File: src/rtl/adc_window_watch.sv
module adc_window_watch #(
  parameter int DATA_W = 12,
  parameter int CH_W   = 5,
  parameter int MODE_W = 2
) (
  input  logic              clk,
  input  logic              rst_n,
  input  logic              wr_en,
  input  logic [1:0]        wr_addr,
  input  logic [31:0]       wr_data,
  input  logic              res_valid,
  input  logic [DATA_W-1:0] res_data,
  input  logic [CH_W-1:0]   res_chan,
  input  logic [MODE_W-1:0] res_mode,
  output logic              wd_flag,
  output logic              wd_irq
);
  localparam int HI_LSB = 16;
  localparam int SH_W   = MODE_W + 1;

  logic              cfg_en, cfg_single, cfg_ien;
  logic [CH_W-1:0]   cfg_chan;
  logic [DATA_W-1:0] thr_hi, thr_lo;
  logic [SH_W-1:0]   shamt;
  logic [DATA_W-1:0] res_al, hi_al, lo_al;
  logic              chan_ok, outside, hit, clr_wr;

  assign shamt   = {res_mode, 1'b0};
  assign res_al  = res_data << shamt;
  assign hi_al   = thr_hi << shamt;
  assign lo_al   = thr_lo << shamt;
  assign chan_ok = !cfg_single || (res_chan == cfg_chan);
  assign outside = (res_al > hi_al) || (res_al < lo_al);
  assign hit     = res_valid && cfg_en && chan_ok && outside;
  assign clr_wr  = wr_en && (wr_addr == 2'd2) && wr_data[0];
  assign wd_irq  = wd_flag && cfg_ien;

  always_ff @(posedge clk or negedge rst_n) begin
    if (!rst_n) begin
      cfg_en     <= 1'b0;
      cfg_single <= 1'b0;
      cfg_ien    <= 1'b0;
      cfg_chan   <= '0;
      thr_hi     <= '1;
      thr_lo     <= '0;
    end else if (wr_en) begin
      if (wr_addr == 2'd0) begin
        cfg_en     <= wr_data[0];
        cfg_single <= wr_data[1];
        cfg_ien    <= wr_data[2];
        cfg_chan   <= wr_data[8 +: CH_W];
      end else if (wr_addr == 2'd1) begin
        thr_hi <= wr_data[HI_LSB +: DATA_W];
        thr_lo <= wr_data[0 +: DATA_W];
      end
    end
  end

  always_ff @(posedge clk or negedge rst_n) begin
    if (!rst_n)      wd_flag <= 1'b0;
    else if (hit)    wd_flag <= 1'b1;
    else if (clr_wr) wd_flag <= 1'b0;
  end


  hit_sets_chk: assert property (@(posedge clk) disable iff (!rst_n)
    hit |=> wd_flag);

  sticky_chk: assert property (@(posedge clk) disable iff (!rst_n)
    (wd_flag && !clr_wr) |=> wd_flag);

  clear_chk: assert property (@(posedge clk) disable iff (!rst_n)
    (clr_wr && !hit) |=> !wd_flag);

  rise_cause_chk: assert property (@(posedge clk) disable iff (!rst_n)
    $rose(wd_flag) |-> $past(res_valid && cfg_en));

  irq_gate_chk: assert property (@(posedge clk) disable iff (!rst_n)
    wd_irq |-> wd_flag);
endmodule

File: config.mk
export PLATFORM = sky130hd
export DESIGN_NAME = adc_window_watch
export DESIGN_NICKNAME = d
export VERILOG_FILES = /design/src/rtl/adc_window_watch.sv
export SDC_FILE = /design/constraint.sdc
export NUM_CORES = 1
export LEC_CHECK = 0
export CORE_MARGIN = 2
export CORE_UTILIZATION = 50
export CTS_BUF_LIST = sky130_fd_sc_hd__clkbuf_16
export CTS_CLUSTER_DIAMETER = 60
export CTS_CLUSTER_SIZE = 25
export DETAILED_ROUTE_END_ITERATION = 10
export GPL_ROUTABILITY_DRIVEN = 0
export PLACE_DENSITY = 0.77
export SYNTH_ARGS = -nofsm -noshare
export SYNTH_HDL_FRONTEND = slang
export SYNTH_SLANG_ARGS = --single-unit
File: constraint.sdc
create_clock -name clk -period 2.3 [get_ports clk]
set_input_delay 0.46 -clock clk [delete_from_list [all_inputs] [get_ports clk]]
set_output_delay 0.46 -clock clk [all_outputs]
set_load 0.005 [all_outputs]
==> impl_results.md, run 1 <==
- Tightest Pin Transition: between 0.4 and 0.5 ns
- DIE HEIGHT: ~74 um
- Antenna Cells: 0
- Starting Density: 52.16%
- Syn_nets: roughly 320
- Relative slew slack: approximately 73%
- Total Wirelength: between 6000 and 7000 um
- Final Hold Fails: 0
- Yosys top cell by area: dfrtp_1
- Final setup margin: about 0.033 ns
- Multi-input combinational cell area: between 0.0015 and 0.002 mm^2
- Filler instances: 268
- Most common cell after layout, fill and taps aside: clkdlybuf4s50_1
- Syn Area/Cell: between 10 and 15 um^2
- Worst setup EP type: flip-flop
- Final setup viols: 0
- Drt via density: about 5.7
- Syn Std Cell Area: 0.002464 mm^2
- LEAKAGE: ~0.0016 uW
- Hold Worst Slack: approximately 0.48 ns
- Row cnt: 25
- Crit Reg-Reg Endpoint: wd_flag
- # IOs: 59
- Crit Path Category: primary input to flip-flop
- Yosys Warn Count: 0
- Layout cells sized above 1: roughly a third
- Initial antenna violation count: 0
- Main flop type after synthesis: dfrtp_1
- Hold crit path type: flip-flop to flip-flop
- Worst slack at placement: -0.5544 ns
- Global-route wire length before repair: a little over 10000 um
- Detailed placement HPWL: about 4500 um
- Port Buffers: about 50
- Core ar.: 0.004723 mm^2
- Area Overhead vs Synth: 52.21%
- Top cells by area, synth: dfrtp_1, mux2_1, dfstp_2
- Num CTS Buffers: 5
- Hold Startpoint: cfg_ien
- Drt first pass iters: 4
- Hold Crit Depth: 1
- Status: completed
- Vias in the first global route: about 2200
- Die width: between 70 and 80 um
- Clk Latency, worst-skew pair: between 0.2 and 0.3 ns
- DR DRC count: 0
- Post-Syn Instances: between 200 and 250
- CTS root buf: clkbuf_16
- 1st-iter DRT viols: between 80 and 90
- Tot GR Track Use: approximately a quarter
- Top delay family on crit path: compound AO/OA/AOI/OAI gates
- Most used cell, CP: buf_12
- CTS max path bufs: 2
- Routed Antenna Nets: 0
- Critical path buffers and inverters: 3
- Area share of the largest cell type after synthesis: 21.33%
- Synthesized flop and latch total: 33
- Number of max-cap violations: 0
- Worst-path maximum fanout: 19
- Wire length per cell: about 17 um
- Worst r2r path cells: 9
- Worst Path Required: between 2 and 3 ns
- Pin count of the biggest net entering global routing: 34
- Min cycle time layout: 2.267 ns
- PD cells: 668.8 mW/mm^2
- Hold buffer count at cts: 0
- Ys async rst share: between 90% and 100%
- Max-slew violation count: 0
- CTS tree: built
- Die Area: around 0.0055 mm^2
- Synth cell types: 33
- Post-synth EDFFs: 0
- Overflow after GRT: 0
- F_max: between 0.4 and 0.5 GHz
- Crit-path cells: clkdlybuf4s15_2 > buf_12 > buf_12 > or2_1 > ha_1 > a21oi_2 > nor2b_1 > o31a_1 > o32a_1 > o21ai_1
- Worst endpoint data arrival time: between 2 and 2.5 ns
- Crit Reg-Reg Startpoint: thr_hi[5]
- CP peak stage delay: 0.35 ns
- Fin crit share: slightly below 100%
- WHS Endpoint: cfg_ien
- H-tree depth: 2
- Clk pin slew, worst setup/hold paths: approximately 0.050 ns
- Final #Nets: around 400
- Seq. cell area: between 800 and 900 um^2
- Reg2Reg Setup Slack: roughly 0.07 ns
- Slowest CP cell: o32a_1
- Clock Skew: around 0.0033 ns
- Peak VDD IR: 637.4 uV
- # clock sinks: 33
- Via count: roughly 2200
- Commonest cells after routing, fill and taps aside: clkdlybuf4s50_1, buf_4, mux2_1, dfrtp_1, ha_1
- Critical Path Source Type: primary input
- Sequential fraction of the synthesis area: between 30% and 40%
[stage by stage]
step | util (%) | TNS, ns | power [uW] | std cells | instance area (um^2)
final | 79.39 | 0 | 2508 | 390 | 3750
after global routing | 79.39 | -0.03953 | 2642 | 390 | 3750
after CTS | 76.85 | 0 | 2430 | 389 | 3630
after detailed placement | 69.83 | -0.5544 | 1593 | 378 | 3298
after global placement | 69.83 | -0.4607 | 1564 | 378 | 3298
after floorplan | - | 0 | 1259 | 238 | 2501
[registers in the layout, indices dropped and copies added, names as in the netlist]
register    cells
thr_hi         12
thr_lo         12
cfg_chan        5
cfg_en          1
cfg_ien         1
cfg_single      1
wd_flag         1
[final cells by class]
| cell class | count | share of cell area, % |
|---|---|---|
| multi-input cells | 189 | 47.61 |
| repair buffers | 88 | 22.89 |
| flip-flops and latches | 33 | 22.42 |
| clock buffers | 5 | 3.337 |
| well taps | 67 | 2.236 |
| clock inverters | 3 | 1.001 |
| inverters | 5 | 0.5005 |
[where the power goes]
part           leakage (uW)  internal (uW)  total, uW  switching, uW
Sequential         0.000374            729        828           99.1
Combinational       0.00115            517        941            424
Clock             0.0000826            502        739            236
[cell usage after synthesis, types with 7 or more instances]
master and instances:
mux2_1 30, ha_1 23, a21oi_1 22, dfrtp_1 21
mux2i_1 16, dfstp_2 12, nand2_1 12, nor2_1 12
a211oi_1 10, nor2b_1 10, o21ai_1 8, buf_2 7
[how the worst max path moves through the flow]
stage,startpoint,to,slack [ns],cells past startpoint
after CTS,res_data[9],wd_flag,0.01,10
final,res_mode[1],wd_flag,0.03,10
after global placement,res_mode[1],wd_flag,-0.46,11
after detailed placement,res_mode[1],wd_flag,-0.55,10
after global routing,thr_hi[5],wd_flag,-0.04,9
after floorplan,res_mode[0],wd_flag,0.002,8
[worst reg2reg max path, delay by kind of cell, from the launching register on]
family | cells | cell delay (ns)
buffers and inverters | 2 | 0.31
muxes | 1 | 0.18
adders and majority gates | 1 | 0.34
AOI/OAI and AO/OA | 4 | 0.55
DFF | 1 | 0.55
and+or+nand+nor | 1 | 0.18
[cells by family (layout without fill, tap and decap cells)]
kind of cell | count (synthesis) | after routing | synth area share [%]
flops | 33 | 33 | 34.13
fa+ha+maj | 23 | 23 | 11.68
xor+xnor | 5 | 5 | 1.778
compound gates | 51 | 51 | 12.65
simple gates | 56 | 56 | 12.19
mux | 54 | 54 | 24.78
buf+inv | 16 | 101 | 2.793
[what timing repair did]
item	in CTS	in global routing
resized for setup	35	27
endpoints found under the hold margin	0	0
setup endpoints to repair	1	1
setup buffers	3	1
pin swaps	19	16
[metal layers]
layer,global-route usage [%],up-vias,routed length [um]
met1,29.42,1068,2792
met4,11.52,0,262
met2,42.56,74,3306
met5,0,-,0
met3,3.930,20,244
li1,-,1050,-
Power figures use the tool's default switching activity.
==> run 2, diff against run 1 <==
CORE_UTILIZATION = 52   (was 50)
CTS_BUF_LIST = sky130_fd_sc_hd__clkbuf_8   (was sky130_fd_sc_hd__clkbuf_16)
PLACE_DENSITY = 0.8   (was 0.77)
==> run 2 against run 1 <==
The flow now finishes with violations (setup timing). Via count fell by 1.7%. Worst hold slack got worse by 0.0032 ns. Core utilization rose by 0.12 points. Critical path type unchanged. Largest cell class unchanged. Largest power group unchanged. Highest routed layer unchanged.
==> impl_results.md, run 2 (synthesis gave the netlist of run 1 again) <==
- Die Area: 0.005304 mm^2 (-3.6%)
- Clk Latency, worst-skew pair: 0.29 ns (about the same)
- Pin count of the biggest net entering global routing: 34 (unchanged)
- Crit Path Category: primary input to flip-flop
- Tightest Pin Transition: 0.4049 ns (-0.007430 ns)
- Final setup margin: -0.01733 ns (-0.05074 ns)
- Worst-path maximum fanout: 3 (-16)
- Final #Nets: 402 (unchanged)
- Max-slew violation count: 0 (unchanged)
- Hold Crit Depth: 1 (unchanged)
- Commonest cells after routing, fill and taps aside: clkdlybuf4s50_1, buf_4, mux2_1, dfrtp_1, ha_1
- Layout cells sized above 1: 31.58% (-0.62 points)
- Filler instances: 286 (+6.7%)
- Total Wirelength: 6296 um (-4.7%)
- Row cnt: 25 (unchanged)
- Clock Skew: 0.002682 ns (-0.0006619 ns)
- Final Hold Fails: 0 (unchanged)
- Antenna Cells: 0 (unchanged)
- Detailed placement HPWL: 4363 um (-2.8%)
- Global-route wire length before repair: 9273 um (-8.6%)
- Hold buffer count at cts: 0 (unchanged)
- Clk pin slew, worst setup/hold paths: 0.06 ns (about the same)
- Worst Path Required: 2.47 ns (-0.03 ns)
- Core ar.: 0.004629 mm^2 (-2.0%)
- CP peak stage delay: 0.55 ns (+0.20 ns)
- H-tree depth: 2 (unchanged)
- Via count: 2175 (-1.7%)
- Final setup viols: 1 (+1)
- CTS max path bufs: 2 (unchanged)
- Hold crit path type: flip-flop to flip-flop
- Starting Density: 53.22% (+1.1 points)
- Slowest CP cell: mux4_2
- Worst r2r path cells: 8 (-1)
- DIE HEIGHT: 72.83 um (-1.8%)
- Crit-path cells: clkdlybuf4s50_1 > mux4_2 > ha_4 > a21oi_4 > o21ai_2 > a2111oi_4 > o32a_1 > o21ai_1
- Wire length per cell: 16.70 um (-1.4%)
- Final Power: 2218 uW (-12%)
- Worst setup EP type: flip-flop
- Port Buffers: 51 (unchanged)
- Biggest regs: thr_hi (12), thr_lo (12), cfg_chan (5)
- 1st-iter DRT viols: 103 (+24%)
- CTS tree: built
- Die width: 72.83 um (-1.8%)
- Routed Antenna Nets: 0 (unchanged)
- Min cycle time layout: 2.317 ns (+0.05074 ns)
- Relative slew slack: 73.01% (+0.50 points)
- Status: finished, violations left
- Num CTS Buffers: 5 (unchanged)
- # clock sinks: 33 (unchanged)
- Number of max-cap violations: 0 (unchanged)
- Initial antenna violation count: 0 (unchanged)
- Fin crit share: 100.8% (+2.2 points)
- Vias in the first global route: 2133 (-5.1%)
- CTS root buf: clkbuf_8
- PD cells: 602.4 mW/mm^2 (-9.9%)
- Area Overhead vs Synth: 49.42%
- Critical Path Source Type: primary input
- Worst endpoint data arrival time: 2.49 ns (+0.03 ns)
- Seq. cell area: 840.8 um^2 (unchanged)
- Drt via density: 5.769 (+1.7%)
- LEAKAGE: 0.001565 uW (-2.6%)
- F_max: 0.4315 GHz (-2.2%)
- Tot GR Track Use: 22.62% (-1.8 points)
- Most common cell after layout, fill and taps aside: clkdlybuf4s50_1
- Peak VDD IR: 523.7 uV (-18%)
- Final Util: 79.51% (+0.12 points)
- # IOs: 59 (unchanged)
- DR DRC count: 0 (unchanged)
- Multi-input combinational cell area: 0.001813 mm^2 (+1.5%)
- Drt first pass iters: 4 (unchanged)
- Overflow after GRT: 0 (unchanged)
- Failing checks: setup timing
[run 2: cell count changes in the layout (fill, tap and decap cells not counted), moves of 3 or more]
cell and delta:
clkbuf_16 -5, clkbuf_8 +7, clkdlybuf4s50_1 +4, mux2i_2 -3
[run 2: layer usage]
| layer | share of wire [%] | GRT usage [%] | vias up |
|---|---|---|---|
| li1 | - | - | 1050 |
| met1 | 43 | 28.80 | 1044 |
| met2 | 51 | 37.68 | 67 |
| met3 | 3.6 | 4.420 | 14 |
| met4 | 2.6 | 9.259 | 0 |
| met5 | 0 | 0 | - |
[run 2: metrics by stage]
| stage | hold slack, ns | instances | cell area [um^2] | worst slack, ns | TNS (ns) |
|---|---|---|---|---|---|
| finish | 0.4800 | 377 | 3681 | -0.01733 | -0.01733 |
| global route | 0.5070 | 377 | 3681 | -0.07804 | -0.07804 |
| CTS | 0.4863 | 376 | 3508 | 0.003590 | 0 |
| detailed placement | 0.4717 | 366 | 3289 | -0.5319 | -0.5319 |
| global placement | 0.4676 | 366 | 3289 | -0.4358 | -0.4358 |
| floorplan | 0.1644 | 238 | 2501 | 0.002111 | 0 |
[run 2: worst paths after layout]
path                       slack [ns]        start          to
min in group asynchronous        0.57        rst_n  thr_lo[10]
hold / removal                   0.48      cfg_ien     cfg_ien
hold reg to reg                  0.48      cfg_ien     cfg_ien
max in group asynchronous        1.40        rst_n   thr_hi[1]
setup reg to reg                 0.08    thr_hi[0]     wd_flag
setup / recovery                -0.02  res_data[9]     wd_flag
[run 2: repair_timing]
item | CTS | global route
gates resized for setup | 24 | 32
pin swaps | 14 | 10
buffers inserted | 2 | 1
endpoints found under the setup margin | 1 | 1
[run 2: final cells by class]
| cell class | instances | area share [%] |
|---|---|---|
| multi-input combinational | 189 | 49.25 |
| sequential | 33 | 22.84 |
| timing repair buffer | 88 | 22.81 |
| clock buffer | 7 | 2.617 |
| tap | 54 | 1.835 |
| inverter | 5 | 0.5099 |
| clock inverter | 1 | 0.1360 |
[run 2: power by group]
part           switching, uW  internal [uW]  leakage (uW)
clock network            206            270     0.0000542
registers               89.5            727      0.000374
logic                    411            513       0.00114
total                    707           1510       0.00156
[run 2: critical path, delay by kind of cell]
kind                       cells  cell delay [ns]
adders and majority gates      1             0.27
AOI/OAI and AO/OA              5             0.78
muxes                          1             0.55
buffers and inverters          1             0.44
